File: src/rtl/msi_ind_pkg.sv
package msi_ind_pkg;

    typedef enum logic [2:0] {
        ST_IDLE   = 3'd0,
        ST_IND_RD = 3'd1,
        ST_IND_WR = 3'd2,
        ST_SUM_RD = 3'd3,
        ST_SUM_WR = 3'd4
    } rmw_state_e;

    localparam logic [31:0] WINDOW_READ_VALUE = 32'hFFFF_FFFF;

    // MSB-first mask: bit number 0 selects 0x80
    function automatic logic [7:0] msb_first_mask(input logic [2:0] bit_in_byte);
        return 8'h80 >> bit_in_byte;
    endfunction

endpackage

File: src/rtl/msi_bit_locator.sv
module msi_bit_locator #(
    parameter int ADDR_W = 16,
    parameter int OFF_W  = 16,
    parameter int VEC_W  = 11
) (
    input  logic [ADDR_W-1:0] base,
    input  logic [OFF_W-1:0]  offset,
    input  logic [VEC_W-1:0]  vec,
    output logic [ADDR_W-1:0] byte_addr,
    output logic [7:0]        bit_mask
);
    import msi_ind_pkg::*;

    localparam int BN_W = ((OFF_W > VEC_W) ? OFF_W : VEC_W) + 1;

    logic [BN_W-1:0] bitnum;

    always_comb begin
        bitnum    = BN_W'(offset) + BN_W'(vec);
        byte_addr = base + ADDR_W'(bitnum >> 3);
        bit_mask  = msb_first_mask(bitnum[2:0]);
    end
endmodule

File: src/rtl/msi_rmw_seq.sv
module msi_rmw_seq #(
    parameter int ADDR_W = 16
) (
    input  logic              clk,
    input  logic              rst,
    input  logic              start,
    input  logic [ADDR_W-1:0] ind_addr,
    input  logic [7:0]        ind_mask,
    input  logic [ADDR_W-1:0] sum_addr,
    input  logic [7:0]        sum_mask,
    output logic              idle,
    output logic              mem_req,
    output logic              mem_we,
    output logic              mem_lock,
    output logic [ADDR_W-1:0] mem_addr,
    output logic [7:0]        mem_wdata,
    input  logic              mem_ack,
    input  logic              mem_err,
    input  logic [7:0]        mem_rdata,
    output logic              done_irq,
    output logic              done_err
);
    import msi_ind_pkg::*;

    rmw_state_e        state_q;
    logic [ADDR_W-1:0] ind_addr_q, sum_addr_q;
    logic [7:0]        ind_mask_q, sum_mask_q;
    logic [7:0]        old_q;
    logic              sum_was_zero_q;

    always_ff @(posedge clk) begin
        if (rst) begin
            state_q        <= ST_IDLE;
            ind_addr_q     <= '0;
            sum_addr_q     <= '0;
            ind_mask_q     <= '0;
            sum_mask_q     <= '0;
            old_q          <= '0;
            sum_was_zero_q <= 1'b0;
            done_irq       <= 1'b0;
            done_err       <= 1'b0;
        end else begin
            done_irq <= 1'b0;
            done_err <= 1'b0;
            case (state_q)
                ST_IDLE: if (start) begin
                    ind_addr_q <= ind_addr;
                    ind_mask_q <= ind_mask;
                    sum_addr_q <= sum_addr;
                    sum_mask_q <= sum_mask;
                    state_q    <= ST_IND_RD;
                end
                ST_IND_RD: if (mem_ack) begin
                    if (mem_err) begin
                        done_err <= 1'b1;
                        state_q  <= ST_IDLE;
                    end else begin
                        old_q   <= mem_rdata;
                        state_q <= ST_IND_WR;
                    end
                end
                ST_IND_WR: if (mem_ack) begin
                    if (mem_err) begin
                        done_err <= 1'b1;
                        state_q  <= ST_IDLE;
                    end else begin
                        state_q <= ST_SUM_RD;
                    end
                end
                ST_SUM_RD: if (mem_ack) begin
                    if (mem_err) begin
                        done_err <= 1'b1;
                        state_q  <= ST_IDLE;
                    end else begin
                        old_q          <= mem_rdata;
                        sum_was_zero_q <= (mem_rdata == 8'h00);
                        state_q        <= ST_SUM_WR;
                    end
                end
                ST_SUM_WR: if (mem_ack) begin
                    if (mem_err) done_err <= 1'b1;
                    else         done_irq <= sum_was_zero_q;
                    state_q <= ST_IDLE;
                end
                default: state_q <= ST_IDLE;
            endcase
        end
    end

    always_comb begin
        idle      = (state_q == ST_IDLE);
        mem_req   = !idle;
        mem_lock  = !idle;
        mem_we    = (state_q == ST_IND_WR) || (state_q == ST_SUM_WR);
        mem_addr  = ((state_q == ST_IND_RD) || (state_q == ST_IND_WR)) ? ind_addr_q : sum_addr_q;
        mem_wdata = old_q | (((state_q == ST_IND_WR)) ? ind_mask_q : sum_mask_q);
    end


    rmw_write_locked_chk: assert property (@(posedge clk) disable iff (rst)
        (mem_req && mem_we) |-> $past(mem_lock));

    err_irq_exclusive_chk: assert property (@(posedge clk) disable iff (rst)
        done_err |-> !done_irq);
endmodule

File: src/rtl/msi_indicator_notifier.sv
module msi_indicator_notifier #(
    parameter int ADDR_W = 16,
    parameter int OFF_W  = 16,
    parameter int VEC_W  = 11,
    parameter int ISC_W  = 3
) (
    input  logic              clk,
    input  logic              rst,
    input  logic              msg_valid,
    output logic              msg_ready,
    input  logic [31:0]       msg_data,
    input  logic              fn_enabled,
    input  logic              win_rd_en,
    output logic              win_rd_valid,
    output logic [31:0]       win_rd_data,
    input  logic [ADDR_W-1:0] cfg_ind_base,
    input  logic [OFF_W-1:0]  cfg_ind_off,
    input  logic [ADDR_W-1:0] cfg_sum_base,
    input  logic [OFF_W-1:0]  cfg_sum_off,
    input  logic [ISC_W-1:0]  cfg_isc,
    output logic              mem_req,
    output logic              mem_we,
    output logic              mem_lock,
    output logic [ADDR_W-1:0] mem_addr,
    output logic [7:0]        mem_wdata,
    input  logic              mem_ack,
    input  logic              mem_err,
    input  logic [7:0]        mem_rdata,
    output logic              irq_pulse,
    output logic [ISC_W-1:0]  irq_isc,
    output logic              err_event
);
    import msi_ind_pkg::*;

    logic [VEC_W-1:0]  vec;
    logic [ADDR_W-1:0] ind_addr, sum_addr;
    logic [7:0]        ind_mask, sum_mask;
    logic              seq_idle, start, done_irq, done_err;

    // little-endian word, vector sits in the least significant bits
    assign vec   = msg_data[VEC_W-1:0];
    assign msg_ready = seq_idle;
    // disabled function -> accepted and dropped
    assign start = msg_valid && seq_idle && fn_enabled;

    msi_bit_locator #(.ADDR_W(ADDR_W), .OFF_W(OFF_W), .VEC_W(VEC_W)) ind_loc_i (
        .base(cfg_ind_base), .offset(cfg_ind_off), .vec(vec),
        .byte_addr(ind_addr), .bit_mask(ind_mask));

    msi_bit_locator #(.ADDR_W(ADDR_W), .OFF_W(OFF_W), .VEC_W(VEC_W)) sum_loc_i (
        .base(cfg_sum_base), .offset(cfg_sum_off), .vec('0),
        .byte_addr(sum_addr), .bit_mask(sum_mask));

    msi_rmw_seq #(.ADDR_W(ADDR_W)) seq_i (
        .clk(clk), .rst(rst), .start(start),
        .ind_addr(ind_addr), .ind_mask(ind_mask),
        .sum_addr(sum_addr), .sum_mask(sum_mask),
        .idle(seq_idle),
        .mem_req(mem_req), .mem_we(mem_we), .mem_lock(mem_lock),
        .mem_addr(mem_addr), .mem_wdata(mem_wdata),
        .mem_ack(mem_ack), .mem_err(mem_err), .mem_rdata(mem_rdata),
        .done_irq(done_irq), .done_err(done_err));

    logic rd_valid_q;
    always_ff @(posedge clk) begin
        if (rst) rd_valid_q <= 1'b0;
        else     rd_valid_q <= win_rd_en;
    end

    always_comb begin
        win_rd_valid = rd_valid_q;
        win_rd_data  = rd_valid_q ? WINDOW_READ_VALUE : 32'h0;
        irq_pulse    = done_irq;
        irq_isc      = done_irq ? cfg_isc : '0;
        err_event    = done_err;
    end


    lock_covers_req_chk: assert property (@(posedge clk) disable iff (rst)
        mem_req |-> mem_lock);

    busy_not_ready_chk: assert property (@(posedge clk) disable iff (rst)
        mem_req |-> !msg_ready);

    irq_single_cycle_chk: assert property (@(posedge clk) disable iff (rst)
        irq_pulse |=> !irq_pulse);

    err_single_cycle_chk: assert property (@(posedge clk) disable iff (rst)
        err_event |=> !err_event);

    win_rd_follows_req_chk: assert property (@(posedge clk) disable iff (rst)
        win_rd_en |=> win_rd_valid);
endmodule

File: config.mk
export PLATFORM = sky130hd
export DESIGN_NAME = msi_indicator_notifier
export DESIGN_NICKNAME = d
export VERILOG_FILES = /design/src/rtl/msi_ind_pkg.sv /design/src/rtl/msi_bit_locator.sv /design/src/rtl/msi_rmw_seq.sv /design/src/rtl/msi_indicator_notifier.sv
export SDC_FILE = /design/constraint.sdc
export NUM_CORES = 1
export LEC_CHECK = 0
export BUFFER_PORTS_ARGS = -buffer_cell sky130_fd_sc_hd__buf_2
export CORE_ASPECT_RATIO = 1.2
export CORE_MARGIN = 10
export CORE_UTILIZATION = 51
export CTS_CLUSTER_SIZE = 40
export DETAILED_ROUTE_END_ITERATION = 10
export PLACE_DENSITY = 0.9
export SYNTH_ARGS = -nofsm -noshare
export SYNTH_HDL_FRONTEND = slang
export SYNTH_SLANG_ARGS = --single-unit
File: constraint.sdc
create_clock -name clk -period 4.6 [get_ports clk]
set_clock_uncertainty 0.1 [all_clocks]
set_input_delay 0.46 -clock clk [delete_from_list [all_inputs] [get_ports clk]]
set_output_delay 0.46 -clock clk [all_outputs]
set_load 0.005 [all_outputs]
## Yosys cells after proc, flatten, opt, wreduce, memory -nomap -nowiden

Cells that the tools add are included.

| cells by class | value |
|---|---|
| $add $sub $neg | 3 |
| equal/unequal tests | 9 |
| shift operators | 2 |
| multiplexer cells | 14 |
| bitwise gates (word level) | 5 |
| reduce and logical (&&, ||, !) cells | 15 |

Operator list:

| cell | number |
|---|---|
| 32-bit 2-to-1 mux | 1 |
| 3-bit 2-to-1 mux | 7 |
| 16-bit by 11-bit adder with 17-bit output | 1 |
| 16-bit by 13-bit adder with 16-bit output | 1 |
| 16-bit by 14-bit adder with 16-bit output | 1 |
| 16-bit 2-to-1 mux | 1 |
| 8-bit by 3-bit right shift with 8-bit output (first input constant) | 2 |
| 3-bit one-hot mux with 5 select lines | 1 |
| 8-bit zero test | 1 |
| 8-bit 2-to-1 mux | 1 |
| 2-bit inequality test (second input constant) | 4 |
| 8-bit OR | 1 |
| 4-bit OR reduction | 2 |
| 3-bit by 2-bit == test with 1-bit output (second input constant) | 2 |
| 3-bit AND reduction | 2 |
| 5-bit AND reduction | 1 |
| 2-bit 2-to-1 mux | 2 |
| 1-bit inverter | 4 |
| 3-bit by 1-bit == test with 1-bit output (second input constant) | 1 |
| 3-bit == test (second input constant) | 1 |
| 3-bit zero test | 1 |
| 3-bit OR reduction | 1 |
| 1-bit logical AND | 2 |
| 1-bit logical OR | 2 |
| 5 further kinds | 5 |

| storage, ports and cells | value |
|---|---|
| bits in registers | 63 |
| input port bits | 114 |
| output and inout bits | 66 |
| logic and storage cells | 58 |

## Logic depth before layout (Yosys ltp)

Gate-level depths: netlist of the first run.

| depth | value |
|---|---|
| word-level depth | 5 |
| mapped depth | 17 |
| gate-level depth less buffers | 16 |

## Hierarchy

Synthesis of the first run repeated with hierarchy kept, for this count alone.

| unflattened totals | value |
|---|---|
| cells, all modules | 718 |
| area total of the unflattened synthesis | 5,590.4 um^2 |

By module, submodules not included:

| module | instances | cells an instance | area an instance (um^2) | seq. area each (um^2) |
|---|---|---|---|---|
| msi_rmw_seq | 1 | 310 | 2,653.8 | 1,241.2 |
| msi_bit_locator at ind_loc_i | 1 | 193 | 1,355.0 | 0.0 |
| msi_bit_locator at sum_loc_i | 1 | 176 | 1,286.2 | 0.0 |
| msi_indicator_notifier | 1 | 39 | 295.3 | 20.0 |

## Least setup slack after synthesis of the first run

No wires, ideal clock.

| timing | value |
|---|---|
| kind | input to register |
| from | input port msg_data[0] |
| to | register seq_i.ind_addr_q[15] |
| setup time | 0.079 ns |
| data arrival time | 3.350 ns |
| required time | 4.421 ns |
| setup slack | 1.071 ns |
| stages on the path | 16 |
| buffers on the path | 0 |
| path through | ha_1 -> inv_1 -> fa_1 -> nand2b_1 -> a21oi_1 -> o32ai_1 -> o21ai_0 -> nand2_1 -> xnor2_1 -> ha_1 -> nand2_1 -> nor2_1 -> o2111ai_1 -> o211a_1 -> or4_1 -> o211ai_1 |

| between the ends | value |
|---|---|
| cells in the longest elaborated chain, start to end | 2 |

RTL lines:

| what | RTL line | text |
|---|---|---|
| start, declared | msi_indicator_notifier.sv:11 | `input logic [31:0] msg_data,` |
| 16-bit by 11-bit adder with 17-bit output | msi_bit_locator.sv:19 | `bitnum = BN_W'(offset) + BN_W'(vec);` |
| 16-bit by 14-bit adder with 16-bit output | msi_bit_locator.sv:20 | `byte_addr = base + ADDR_W'(bitnum >> 3);` |
| end signal, assigned | msi_rmw_seq.sv:47 | `ind_addr_q <= ind_addr;` |
| end, declared | msi_rmw_seq.sv:26 | `logic [ADDR_W-1:0] ind_addr_q, sum_addr_q;` |

Every way passes these cells.
A chain may end at the register's enable or synchronous reset.

## Final worst setup path of the first run

| timing | value |
|---|---|
| from | input port msg_data[0] |
| to | register seq_i.ind_addr_q[14] |

Same word-level chain as after synthesis.

==> results of run 1 <==
-- stage by stage --
stage	util (%)	worst slack, ps	hold slack [ps]	instance area, um^2
finish	61.8	670	247	5880
global route	61.8	373	282	5880
floorplan	-	1070	320	4960
detailed placement	58.7	352	340	5590
CTS	61.8	659	238	5880
global placement	58.7	515	333	5590
-- cell usage after synthesis (2+ instances only) --
cell | count | area (um^2)
dfxtp_1 | 63 | 1260
a21oi_1 | 63 | 315
nand3b_1 | 3 | 22.5
o21bai_1 | 3 | 22.5
ha_1 | 39 | 488
a211oi_1 | 7 | 52.6
a211o_1 | 9 | 78.8
mux2_2 | 16 | 180
nand4b_1 | 4 | 35.0
and4_1 | 2 | 17.5
mux2i_1 | 12 | 120
xnor2_1 | 20 | 175
a31oi_1 | 4 | 25.0
a311oi_1 | 2 | 17.5
o211a_1 | 2 | 20.0
nor4b_1 | 5 | 43.8
nor3_1 | 13 | 65.1
and3_1 | 6 | 37.5
o21a_1 | 6 | 45.0
a21o_1 | 10 | 75.1
xor2_1 | 4 | 35.0
buf_2 | 7 | 35.0
o21ai_0 | 27 | 135
or4_1 | 5 | 37.5
nand4_1 | 9 | 56.3
and2_1 | 5 | 31.3
nor4_1 | 6 | 37.5
nor2_1 | 52 | 195
buf_4 | 35 | 263
o211ai_1 | 12 | 90.1
or3_1 | 2 | 12.5
nand2_1 | 63 | 236
o311ai_0 | 2 | 17.5
fa_1 | 3 | 60.1
clkbuf_1 | 17 | 63.8
nand3_1 | 24 | 120
a311o_1 | 3 | 30.0
nor2b_1 | 11 | 68.8
o311a_1 | 2 | 20.0
o31ai_1 | 2 | 15.0
nand2b_1 | 7 | 43.8
inv_1 | 20 | 75.1
-- worst max-delay path, cell delays in order --
cell      delay (ps)
buf_2             80
ha_1             170
inv_1             60
fa_1             420
nand2b_1         190
a21oi_1          270
o32ai_1          150
o21ai_0          350
nand2_1          120
xnor2_1          140
ha_1             350
a21oi_1          310
nand2_1          100
a211oi_1         430
o21ai_0          200
xnor2_1          170
o21ai_0           90
-- sequential cells by signal, indices dropped and copies added (netlist names) --
| register | cells |
|---|---|
| seq_i.state_q | 3 |
| seq_i.sum_mask_q | 8 |
| seq_i.done_irq | 1 |
| seq_i.sum_was_zero_q | 1 |
| seq_i.done_err | 1 |
| win_rd_valid | 1 |
| seq_i.ind_mask_q | 8 |
| seq_i.ind_addr_q | 16 |
| seq_i.sum_addr_q | 16 |
| seq_i.old_q | 8 |
-- metal layers --
metal,up-vias,GRT usage (%)
li1,2473,-
met1,2249,22.0
met2,174,30.8
met3,12,4.28
met4,0,5.90
met5,-,0
-- power groups by stage --
stage / logic, uW / clock network (uW) / registers (uW)
after CTS: 590 / 666 / 603
final: 590 / 655 / 604
after detailed placement: 585 / 0 / 615
after floorplan: 435 / 0 / 605
after global routing: 658 / 693 / 608
after global placement: 574 / 0 / 613
-- worst paths after layout --
path                                          from                           endpoint  slack [ps]  depth (start not counted)
hold reg to reg   seq_i.sum_mask_q[4]$_SDFFE_PP0P_   seq_i.sum_mask_q[4]$_SDFFE_PP0P_         350                          2
setup / recovery                       msg_data[0]  seq_i.ind_addr_q[14]$_SDFFE_PP0P_         670                         17
setup reg to reg     seq_i.state_q[0]$_SDFFE_PP0P_   seq_i.sum_mask_q[6]$_SDFFE_PP0P_        2140                          6
hold / removal                           win_rd_en            win_rd_valid$_SDFF_PP0_         250                          2
-- area by class of cell --
type,instances,area (um^2)
clock buffers,10,229
repair buffers,164,836
flip-flops and latches,63,1260
well taps,123,154
clock inverters,6,61.3
fillers,879,3640
inverters,21,78.8
multi-input cells,484,3260
-- cell usage in the layout, fill, tap and decap left out, types with 9 or more instances in the layout --
master / count
a211o_1: 9
a21oi_1: 63
nor2_1: 52
ha_1: 39
nand2_1: 63
mux2i_1: 12
inv_1: 20
dfxtp_1: 63
clkbuf_16: 9
nor2b_1: 11
mux2_2: 16
nand3_1: 23
a21o_1: 10
buf_2: 158
nor3_1: 13
o211ai_1: 12
xnor2_1: 20
nand4_1: 9
o21ai_0: 27
-- kinds of logic (layout without fill, tap and decap cells) --
kind of cell	after synthesis	in the layout
adder cells (fa/ha/maj)	42	42
buffers and inverters	81	201
multiplexers	28	28
XOR/XNOR	24	24
AND/OR/NAND/NOR	223	223
AO/OA/AOI/OAI	167	167
flip-flops	63	63
==> results.py, run 1 <==
metrics = {
    "cells_and_area": {
        "syn2layout_area_growth_pct": 18.5,
        "fin_nets": 899,
        "diodes": 0,
        "stdcell_count": 871,
        "drive_gt1_share_pct": 27.1,
    },
    "drt": {
        "wl_met1_um": 5630,
        "vias": 4908,
        "drt_iter0_drc": 303,
        "drtPass1Iterations": 5,
        "post_drt_wl_per_cell_um": 15.5,
        "viasPerCell": 5.63,
        "drc_errors": 0,
        "wl_met3_um": 1180,
        "wl_met2_um": 6570,
        "ant_nets": 0,
        "wl_um": 13500,
        "highest_layer": "met4",
    },
    "yosys": {
        "synth_nets": 784,
        "avgSynthCellArea_um2": 7.90,
        "syn-cell-area_um2": 4960,
        "synth_seq_cells": 63,
        "synth_xor_xnor_area_share_pct": 4.24,
        "synth_fa_ha_area_share_pct": 11.1,
        "synth_edf_count": 0,
        "synth_cell_types": 63,
        "synth_compound_area_share_pct": 21.8,
        "dominantRegCellSynth": "dfxtp_1",
        "async_reset_ff_share_pct": 0,
        "synth_top_family_by_area": "simple AND/OR/NAND/NOR gates",
        "synthMuxAreaShare_pct": 6.06,
        "yosys.area_share.simple_pct": 22.5,
        "synthCells": 628,
        "ys_warn_count": 0,
        "ys_seq_area_share_pct": 25.4,
    },
    "timing": {
        "hold_violations": 0,
        "rsz0062_at_grt": "false",
        "fin_crit_ps": 3930,
        "worstMarginPinSlew_ps": 918,
        "finalSetupViolCount": 0,
        "slew_viol_final": 0,
        "fin_tns_setup_ps": 0,
        "max_freq_ghz": 0.254,
        "timing.final.crit_share_pct": 85.4,
        "relSlewSlack_pct": 38.6,
    },
    "die": {
        "initial_core_util_pct": 52.1,
        "ios": 180,
        "dieArea_um2": 14100,
        "core_area_um2": 9520,
        "dieHeight_um": 128,
        "fp-row-count": 39,
        "die_width_um": 110,
    },
    "pwr": {
        "totalPowerFinal_uw": 1850,
        "p_clk_share_pct": 35.4,
        "p_int_uw": 1250,
        "switchingPower_uw": 597,
        "power_frac_comb_pct": 31.9,
        "seq_power_share_pct": 32.7,
        "swShare_pct": 32.3,
        "peakVddDrop_mv": 0.166,
        "p_leak_uw": 0.00277,
        "p_per_area_nw_per_um2": 315,
    },
    "clock_tree": {
        "root_buffer": "clkbuf_16",
        "cts_tree": "done",
        "clk_latency_ps": 330,
        "path_clk_slew_ps": 50,
        "ctsLongestPathBuffers": 2,
        "cts_resized": 0,
        "cts_max_level": 3,
        "cts_buffers": 9,
        "postCtsSetupBuffers": 0,
        "cts_hold_buf": 0,
        "clock_sinks": 63,
    },
    "grt": {
        "grt_max_degree": 58,
        "grt_usage_pct": 18.2,
        "antenna_found_initial": 0,
        "globalRouteOverflowTotal": 0,
        "grt_pass1_vias": 4479,
        "grt_pass1_wl_um": 21300,
    },
    "placed_design": {
        "io_buffers": 158,
        "place_congestion": 0.866,
        "hpwl_um": 10700,
        "dp_cells": 855,
    },
    "run_status": {
        "status": "complete, no violations",
    },
    "critical_path": {
        "arrival_ps": 4040,
        "startpoint_type": "primary input",
        "worstPathRequired_ps": 4710,
        "end_kind": "flop",
        "path_class": "in -> reg",
        "crit_path_max_fanout": 7,
    },
    "flow_run": {
        "drv_cap": 0,
    },
    "worst_hold_path": {
        "hp-class": "in -> reg",
    },
}
Note: power is estimated with default switching activity, not from simulation.
==> inputs of run 2 (changes only) <==
--- a/config.mk
+++ b/config.mk
@@ -8,10 +8,10 @@
 export BUFFER_PORTS_ARGS = -buffer_cell sky130_fd_sc_hd__buf_2
 export CORE_ASPECT_RATIO = 1.2
 export CORE_MARGIN = 10
-export CORE_UTILIZATION = 51
+export CORE_UTILIZATION = 24
 export CTS_CLUSTER_SIZE = 40
 export DETAILED_ROUTE_END_ITERATION = 10
-export PLACE_DENSITY = 0.9
+export PLACE_DENSITY = 0.53
 export SYNTH_ARGS = -nofsm -noshare
 export SYNTH_HDL_FRONTEND = slang
 export SYNTH_SLANG_ARGS = --single-unit
==> run 2 against run 1 <==
Effect of this change: die area is 91% higher; global-route usage is 7.2 points lower; worst hold slack worse by 4.3 ps; critical path depth is the same; non-clock buffer count shrank 1; wire length grew 14%; maximum frequency rose by 1.6%; largest cell class unchanged; sequential share of layout area fell by 0.83 points; clock power up 24%; via count down 1.7%; cell area up 4.0%.
==> results.py, run 2 (same netlist as run 1, synthesis figures left out) <==
metrics = {
    "drt": {
        "wl_met3_um": 1330,
        "highest_layer": "met4",
        "vias": 4826,
        "drtPass1Iterations": 4,
        "ant_nets": 0,
        "wl_um": 15400,
        "wl_met1_um": 6770,
        "viasPerCell": 4.76,
        "drt_iter0_drc": 192,
        "drc_errors": 0,
        "post_drt_wl_per_cell_um": 15.2,
        "wl_met2_um": 7070,
    },
    "critical_path": {
        "crit_top_cell": "o21ai_0",
        "worstPathRequired_ps": 4720,
        "worstPathCellList": "buf_2, ha_1, inv_1, fa_1, nand2b_1, a21oi_1, o32ai_1, o21ai_0, nand2_1, xnor2_1, ha_1, a21oi_1, nand2_1, a211oi_1, o21ai_0, xnor2_1, o21ai_0",
        "crit_slowest_cell": "fa_1",
        "arrival_ps": 3980,
        "startpoint_type": "primary input",
        "path_class": "in -> reg",
        "crit_path_max_fanout": 7,
        "max_stage_delay_ps": 430,
        "end_kind": "flop",
    },
    "die": {
        "core_area_um2": 20300,
        "ios": 180,
        "dieHeight_um": 177,
        "die_width_um": 151,
        "dieArea_um2": 26800,
        "fp-row-count": 57,
        "initial_core_util_pct": 24.5,
    },
    "clock_tree": {
        "cts_resized": 0,
        "clk_latency_ps": 330,
        "root_buffer": "clkbuf_16",
        "cts_max_level": 3,
        "postCtsSetupBuffers": 0,
        "ctsLongestPathBuffers": 2,
        "cts_hold_buf": 0,
        "clock_sinks": 63,
        "cts_tree": "done",
        "path_clk_slew_ps": 60,
        "cts_buffers": 9,
    },
    "pwr": {
        "p_leak_uw": 0.00279,
        "p_per_area_nw_per_um2": 331,
        "peakVddDrop_mv": 0.120,
    },
    "grt": {
        "grt_max_degree": 42,
        "grt_pass1_wl_um": 23900,
        "grt_pass1_vias": 4694,
        "grt_usage_pct": 11.0,
        "antenna_found_initial": 0,
        "globalRouteOverflowTotal": 0,
    },
    "cells_and_area": {
        "syn2layout_area_growth_pct": 23.3,
        "top_regs": "seq_i.ind_addr_q (16), seq_i.sum_addr_q (16)",
        "multi_input_area_um2": 3260,
        "n_fill_cell": 2223,
        "seq_area_um2": 1260,
        "drive_gt1_share_pct": 27.2,
        "mostFrequentLayoutCell": "buf_2",
        "stdcell_count": 1013,
        "mostFrequentLayoutCells": "158 x buf_2, 63 x a21oi_1, 63 x nand2_1, 63 x dfxtp_1, 52 x nor2_1",
        "fin_nets": 898,
    },
    "placed_design": {
        "hpwl_um": 12400,
        "io_buffers": 158,
        "place_congestion": 0.815,
        "dp_cells": 996,
    },
    "flow_run": {
        "drv_cap": 0,
    },
    "timing": {
        "worstMarginPinSlew_ps": 993,
        "relSlewSlack_pct": 33.6,
        "fin_crit_ps": 3870,
        "rsz0062_at_grt": "false",
        "finalSetupViolCount": 0,
        "fin_tns_setup_ps": 0,
        "hold_violations": 0,
        "slew_viol_final": 0,
        "max_freq_ghz": 0.259,
        "timing.final.crit_share_pct": 84.1,
    },
    "run_status": {
        "status": "complete, no violations",
    },
    "worst_hold_path": {
        "hp-class": "in -> reg",
    },
}
-- run 2: cell types whose count changed in the layout (fill, tap and decap cells not counted), sizes merged --
cell,previous run,this run
clkinv,5,1
bufinv,1,3
inv,20,22
buf,164,163
diode,0,1
-- run 2: per-layer routing --
metal | GRT usage [%] | up-vias
li1 | - | 2481
met2 | 18.1 | 140
met5 | 0 | -
met1 | 13.3 | 2189
met3 | 3.41 | 16
met4 | 3.29 | 0
-- run 2: where the power goes --
part	switching [uW]	internal, uW
Sequential	23.6	580
Clock	266	548
Combinational	348	256
-- run 2: through the flow --
step	total power, uW	util, %	hold WS, ps	setup slack [ps]	cell area (um^2)
floorplan	1040	-	320	1070	4960
global placement	1230	28.4	336	333	5760
detailed placement	1230	28.4	344	266	5760
CTS	2050	30.2	232	604	6110
global route	2150	30.2	287	255	6110
finish	2020	30.2	242	733	6110
-- run 2: final timing paths --
| check | startpoint | to | slack (ps) | cells after the start |
|---|---|---|---|---|
| min | win_rd_en | win_rd_valid$_SDFF_PP0_ | 240 | 2 |
| min reg2reg | seq_i.sum_mask_q[4]$_SDFFE_PP0P_ | seq_i.sum_mask_q[4]$_SDFFE_PP0P_ | 350 | 2 |
| max reg2reg | seq_i.state_q[0]$_SDFFE_PP0P_ | seq_i.sum_addr_q[10]$_SDFFE_PP0P_ | 2020 | 5 |
| max | msg_data[0] | seq_i.ind_addr_q[14]$_SDFFE_PP0P_ | 730 | 17 |
-- run 2: critical path, delay by kind of cell --
kind | cells | cell delay [ps]
AO/OA/AOI/OAI | 7 | 1680
adder cells (fa/ha/maj) | 3 | 960
AND/OR/NAND/NOR | 3 | 450
XOR/XNOR | 2 | 290
buffers and inverters | 2 | 140
-- run 2: cell type report --
class | instances | area share (%)
diodes | 1 | 0.0409
clock buffers | 10 | 3.91
clock inverters | 6 | 1.88
inverters | 21 | 1.29
multi-input cells | 484 | 53.3
flip-flops and latches | 63 | 20.6
well taps | 265 | 5.42
repair buffers | 163 | 13.5
